<file path="config.mk">
export PLATFORM = sky130hd
export DESIGN_NAME = cla_addsub
export DESIGN_NICKNAME = d
export VERILOG_FILES = /design/src/rtl/cla_pkg.sv /design/src/rtl/cla_group.sv /design/src/rtl/cla_lookahead.sv /design/src/rtl/cla_addsub.sv
export SDC_FILE = /design/constraint.sdc
export NUM_CORES = 1
export LEC_CHECK = 0
export BUFFER_PORTS_ARGS = -buffer_cell sky130_fd_sc_hd__buf_2
export CORE_AREA = 2 2 55 57
export DETAILED_ROUTE_END_ITERATION = 7
export DIE_AREA = 0 0 57 59
export PLACE_DENSITY_LB_ADDON = 0.1
export SETUP_SLACK_MARGIN = 0.05
export SLEW_MARGIN = 0
export SYNTH_ARGS = -nofsm -noshare
export SYNTH_HDL_FRONTEND = slang
export SYNTH_SLANG_ARGS = --single-unit
</file>
<file path="constraint.sdc">
create_clock -name vclk -period 5.3
set_input_delay 1.06 -clock vclk [all_inputs]
set_output_delay 1.06 -clock vclk [all_outputs]
set_load 0.005 [all_outputs]
</file>
<file path="src/rtl/cla_pkg.sv">
package cla_pkg;
  localparam int unsigned CLA_WIDTH = 16;
  localparam int unsigned CLA_SLICE = 4;
endpackage

</file>
<file path="src/rtl/cla_group.sv">
module cla_group #(
  parameter int unsigned GW = 4
) (
  input  logic [GW-1:0] grp_a,
  input  logic [GW-1:0] grp_b,
  input  logic          grp_cin,
  output logic [GW-1:0] grp_sum,
  output logic          grp_gen,
  output logic          grp_prop,
  output logic          grp_c_msb
);
  logic [GW-1:0] bit_g;
  logic [GW-1:0] bit_p;
  logic [GW:0]   cy;

  assign bit_g = grp_a & grp_b;
  assign bit_p = grp_a | grp_b;

  // flat two-level carries: every carry from g/p terms and cin directly
  always_comb begin
    cy = '0;
    for (int i = 0; i <= GW; i++) begin
      logic run_p;
      logic acc;
      acc   = 1'b0;
      for (int j = 0; j < i; j++) begin
        run_p = bit_g[j];
        for (int k = j + 1; k < i; k++) run_p = run_p & bit_p[k];
        acc = acc | run_p;
      end
      run_p = grp_cin;
      for (int k = 0; k < i; k++) run_p = run_p & bit_p[k];
      cy[i] = acc | run_p;
    end
  end

  always_comb begin
    logic gacc;
    logic term;
    grp_prop = &bit_p;
    gacc = 1'b0;
    for (int j = 0; j < GW; j++) begin
      term = bit_g[j];
      for (int k = j + 1; k < GW; k++) term = term & bit_p[k];
      gacc = gacc | term;
    end
    grp_gen = gacc;
  end

  assign grp_sum   = grp_a ^ grp_b ^ cy[GW-1:0];
  assign grp_c_msb = cy[GW-1];

  // slice arithmetic agrees with a plain add
  always_comb begin
    a_r1_slice_add: assert ({cy[GW], grp_sum} == ({1'b0, grp_a} + {1'b0, grp_b} + {{GW{1'b0}}, grp_cin}))
      else $error("slice sum mismatch");
  end

  // slice generate forces carry out regardless of cin
  always_comb begin
    a_r7_gen_forces: assert (!grp_gen || cy[GW]) else $error("generate without carry");
    a_r7_prop_passes: assert (!(grp_prop && grp_cin) || cy[GW]) else $error("propagate lost carry");
  end
endmodule

</file>
<file path="src/rtl/cla_lookahead.sv">
module cla_lookahead #(
  parameter int unsigned NG = 4
) (
  input  logic [NG-1:0] blk_gen,
  input  logic [NG-1:0] blk_prop,
  input  logic          la_cin,
  output logic [NG:0]   la_carry
);
  // second level: carry into each slice from slice terms, no ripple
  always_comb begin
    la_carry = '0;
    for (int i = 0; i <= NG; i++) begin
      logic acc;
      logic term;
      acc = 1'b0;
      for (int j = 0; j < i; j++) begin
        term = blk_gen[j];
        for (int k = j + 1; k < i; k++) term = term & blk_prop[k];
        acc = acc | term;
      end
      term = la_cin;
      for (int k = 0; k < i; k++) term = term & blk_prop[k];
      la_carry[i] = acc | term;
    end
  end

  // neighbouring carries obey the one-step recurrence
  always_comb begin
    for (int i = 0; i < NG; i++) begin
      a_r4_step: assert (la_carry[i+1] == (blk_gen[i] | (blk_prop[i] & la_carry[i])))
        else $error("lookahead step mismatch");
    end
  end
endmodule

</file>
<file path="src/rtl/cla_addsub.sv">
module cla_addsub
  import cla_pkg::*;
#(
  parameter int unsigned WIDTH = CLA_WIDTH,
  parameter int unsigned SLICE = CLA_SLICE
) (
  input  logic [WIDTH-1:0] opd_a,
  input  logic [WIDTH-1:0] opd_b,
  input  logic             op_sub,
  output logic [WIDTH-1:0] res_sum,
  output logic             res_cout,
  output logic             res_ovf
);
  localparam int unsigned NSL = WIDTH / SLICE;

  logic [WIDTH-1:0] b_eff;
  logic [NSL-1:0]   s_gen;
  logic [NSL-1:0]   s_prop;
  logic [NSL-1:0]   s_cmsb;
  logic [NSL:0]     s_carry;

  assign b_eff = opd_b ^ {WIDTH{op_sub}};

  cla_lookahead #(.NG(NSL)) u_la (
    .blk_gen (s_gen),
    .blk_prop(s_prop),
    .la_cin  (op_sub),
    .la_carry(s_carry)
  );

  for (genvar g = 0; g < NSL; g++) begin : g_slice
    cla_group #(.GW(SLICE)) u_grp (
      .grp_a    (opd_a[g*SLICE +: SLICE]),
      .grp_b    (b_eff[g*SLICE +: SLICE]),
      .grp_cin  (s_carry[g]),
      .grp_sum  (res_sum[g*SLICE +: SLICE]),
      .grp_gen  (s_gen[g]),
      .grp_prop (s_prop[g]),
      .grp_c_msb(s_cmsb[g])
    );
  end

  assign res_cout = s_carry[NSL];
  assign res_ovf  = s_carry[NSL] ^ s_cmsb[NSL-1];

  // overflow iff like-signed effective operands give an unlike-signed result
  always_comb begin
    a_r3_ovf_sign: assert (res_ovf == ((opd_a[WIDTH-1] == b_eff[WIDTH-1]) && (res_sum[WIDTH-1] != opd_a[WIDTH-1])))
      else $error("overflow flag mismatch");
  end

  // subtract result
  always_comb begin
    a_r2_sub: assert (!op_sub || (res_sum == WIDTH'(opd_a - opd_b)))
      else $error("difference mismatch");
  end
endmodule

</file>
Word level (Yosys, flattened, before mapping) --
Cells that the tools add are included.
Word-level totals: bits in registers 0, output and inout port bits 18, word-level logic and storage cells 114
Operators by class: bitwise gates (word level) 110, reduce and logical (&&, ||, !) cells 4
Operators by type and width (count):
- AND 1 bit | 46
- bitwise OR 1 bit | 46
- bitwise XOR 4 bit | 8
- AND 4 bit | 4
- bitwise OR 4 bit | 4
- AND reduction 4 bit | 4
- bitwise XOR 16 bit | 1
- bitwise XOR 1 bit | 1

Longest topological paths before layout --
depth after elaboration 18, depth in mapped cells 11, gate-level depth less buffers 9

By module --
Synthesis repeated with hierarchy kept, for this count alone.
Second synthesis, totals: cell total of the unflattened synthesis 185, area total of the unflattened synthesis 1411.4 um^2
Modules (own cells, without submodules):
- cla_group at g_slice[1].u_grp ... | times used 3, cells an instance 40, area each 294.0 um^2, seq. area each 0.0 um^2
- cla_group at g_slice[0].u_grp | times used 1, cells an instance 40, area each 302.8 um^2, seq. area each 0.0 um^2
- cla_addsub | times used 1, cells an instance 19, area each 180.2 um^2, seq. area each 0.0 um^2
- cla_lookahead | times used 1, cells an instance 6, area each 46.3 um^2, seq. area each 0.0 um^2

Worst setup path before layout --
OpenSTA, ideal clock, no wires.
path kind input -> output, start point input op_sub, end point output res_sum[13], arrival time 3.626 ns, required time 4.240 ns, setup slack 0.614 ns, cell stages on the path 10, buffers on the path 2, cells stage by stage buf_2 buf_2 xor2_1 inv_1 ha_1 or4_4 a211o_1 and3_4 fa_1 xnor2_1
On the way: longest elaborated chain between the ends 16
Ends and longest elaborated chain:
- from (decl) | line cla_addsub.sv:9 | input logic op_sub,
- bitwise XOR 16 bit | line cla_addsub.sv:22 | assign b_eff = opd_b ^ {WIDTH{op_sub}};
- AND 4 bit or bitwise OR 4 bit (tied branches) | line cla_group.sv:16, cla_group.sv:17
- AND 1 bit (2 in series) | line cla_group.sv:44 | for (int k = j + 1; k < GW; k++) term = term & bit_p[k];
- AND 1 bit
- bitwise OR 1 bit
- bitwise OR 1 bit (2 in series) | line cla_group.sv:45 | gacc = gacc | term;
- AND 1 bit (2 in series) | line cla_lookahead.sv:18 | for (int k = j + 1; k < i; k++) term = term & blk_prop[k];
- bitwise OR 1 bit (2 in series) | line cla_lookahead.sv:19 | acc = acc | term;
- bitwise OR 1 bit | line cla_lookahead.sv:23 | la_carry[i] = acc | term;
- AND 1 bit | line cla_group.sv:32 | for (int k = 0; k < i; k++) run_p = run_p & bit_p[k];
- bitwise OR 1 bit | line cla_group.sv:33 | cy[i] = acc | run_p;
- bitwise XOR 4 bit * | line cla_group.sv:50 | assign grp_sum = grp_a ^ grp_b ^ cy[GW-1:0];
- to (decl) | line cla_addsub.sv:10 | output logic [WIDTH-1:0] res_sum,
Mark *: on every way between the ends. The rest lies on a longest branch, timed or not.

Worst setup path in the final report --
Ends and elaborated chain as after synthesis.

==> impl_metrics.tcl <==
set metrics [dict create \
    min_period_over_period 0.908 \
    synth_area_mm2 0.00144 \
    avgSynthCellArea_um2 7.33 \
    grt_max_degree 18 \
    io_pins 51 \
    first_pass_iters 4 \
    first_iter_violations 61 \
    ys_warn_count 0 \
    dp_hpwl_um 2660 \
    vdd_drop_max_mv 0.0912 \
    tns_ps 0 \
    p_total_uw 242 \
    drv_cap 0 \
    min_path_type "primary input to primary output" \
    critPathBufInv 3 \
    worst_ep_arrival_time_ps 3750 \
    vias 1411 \
    post_cts_buffers 0 \
    start_util 0.533 \
    worstPathCellList "buf_2, xor2_1, inv_1, ha_1, or4_4, nor4_2, nor3_1, and3_4, fa_1, xnor2_1, buf_2" \
    synthTopCellsByArea "ha_1, inv_1, xor2_1, xnor2_1, fa_1" \
    hold_depth 4 \
    synth_cells 197 \
    status "completed" \
    synth.distinct_cells 45 \
    grt-ovfl-total 0 \
    leakage_nw 0.992 \
    numPortBuffers 51 \
    hold_buffers 0 \
    layout-drive-gt1-share 0.247 \
    worst_setup_path_start_kind "primary input" \
    die-area_mm2 0.00336 \
    grt_pass1_vias 1297 \
    synth_most_common_cell "inv_1" \
    critPathKind "primary input to primary output" \
    fp.dieH_um 59 \
    critPathMaxFanout 17 \
    area_growth_syn_to_layout_pct 20.2 \
    min-delay-start "opd_a[0]" \
    wire_per_inst_um 10.4 \
    antenna_found_initial 0 \
    yosysTopAreaCell "ha_1" \
    ant_nets 0 \
    diodes 0 \
    hold_viol_final 0 \
    die_width_um 57 \
    crit_top_cell "buf_2" \
    routed_wl_um 2900 \
    crit_cells 11 \
    drcViolationCount 0 \
    syn-num-nets 265 \
    slew-limit-headroom 0.667 \
    critPathCaptureType "primary output" \
    seq_area_um2 0 \
    nClkBuffers 0 \
    startpoint "op_sub" \
    nFillCells 279 \
    detail_route.vias_per_cell 5.08 \
    grt_pass1_wl_um 5060 \
    track_usage 0.179 \
    seq_area_frac_synth 0 \
    rows 19 \
    p_per_area_mw_per_mm2 140 \
    path_delay_family "simple AND/OR/NAND/NOR gates" \
    slowest_stage "or4_4" \
    rsz0062_at_grt "false" \
    yosysTopAreaCellShare 0.277 \
    multi_input_area_mm2 0.00126 \
    nFlopsAndLatches 0 \
    finalSetupViolCount 0 \
    core-area_mm2 0.00271 \
    layout.nets 317 \
    synthTopCellsByCount "inv_1, ha_1, xor2_1, nor2_1, xnor2_1" \
    worst_pin_slew_ps 494 \
    max_freq_mhz 208 \
    period_minus_slack_ps 4810 \
    max_stage_delay_ps 540 \
    cp.required_ps 4240 \
    ctsResizeCount 0 \
    gp_congestion 0.762 \
    drv_slew 0 \
]
tightest hold or removal path: cells and delay by family:
| kind | cells | cell delay, ps |
|---|---|---|
| xor+xnor | 1 | 130 |
| buf+inv | 2 | 200 |
| mux | 1 | 80 |
cells by family after synthesis:
family	Yosys count	share of synthesized area
fa+ha+maj	35	0.319
xor+xnor	25	0.152
mux	3	0.0208
simple gates	56	0.233
buf+inv	48	0.127
compound gates	30	0.149
power by group:
group | leakage (nW) | total, mW | switching [mW] | internal [mW]
sequential | 0 | 0 | 0 | 0
combinational | 0.992 | 0.242 | 0.123 | 0.119
clock | 0 | 0 | 0 | 0
total | 0.992 | 0.242 | 0.123 | 0.119
layout by cell type, fill, tap and decap left out, drive strengths merged, types with 2 or more instances in the layout:
cell / n
buf: 52
inv: 46
ha: 32
xor2: 14
nor2: 12
xnor2: 11
a21oi: 9
nor2b: 7
nor3: 5
nand2: 5
o211ai: 3
nand4: 3
nand3: 3
mux2i: 3
fa: 3
nand2b: 3
o21ai: 3
and3: 3
a211o: 2
nor3b: 2
or2: 2
a311oi: 2
o21bai: 2
a221oi: 2
or3: 2
or4: 2
nor4: 2
and2: 2
worst paths after layout:
check / to / slack (ps)
hold / removal: res_sum[1] / 2540
setup / recovery: res_sum[13] / 490
cell type report:
| type | count | share of cell area |
|---|---|---|
| Timing Repair Buffer | 52 | 0.151 |
| Multi-Input combinational cell | 149 | 0.727 |
| Tap cell | 31 | 0.0224 |
| Inverter | 46 | 0.0995 |
stage by stage:
| stage | std cells | util | area, µm² | worst slack [ps] | hold slack, ps |
|---|---|---|---|---|---|
| 2_1_floorplan | 197 | - | 1440 | 614 | 2310 |
| 4_1_cts | 278 | 0.640 | 1740 | 444 | 2540 |
| 5_1_grt | 278 | 0.640 | 1740 | 292 | 2560 |
| 6_report | 278 | 0.640 | 1740 | 486 | 2540 |
| 3_3_place_gp | 278 | 0.640 | 1740 | 544 | 2530 |
| 3_5_place_dp | 278 | 0.640 | 1740 | 449 | 2530 |
per-layer routing:
metal / GRT usage / vias to the layer above / part of all wire
met4: 0 / 0 / 0
met3: 0.00655 / 0 / 0.045
met1: 0.226 / 630 / 0.45
li1: - / 747 / -
met2: 0.356 / 34 / 0.50
met5: 0 / - / 0
Power figures use the tool's default switching activity.
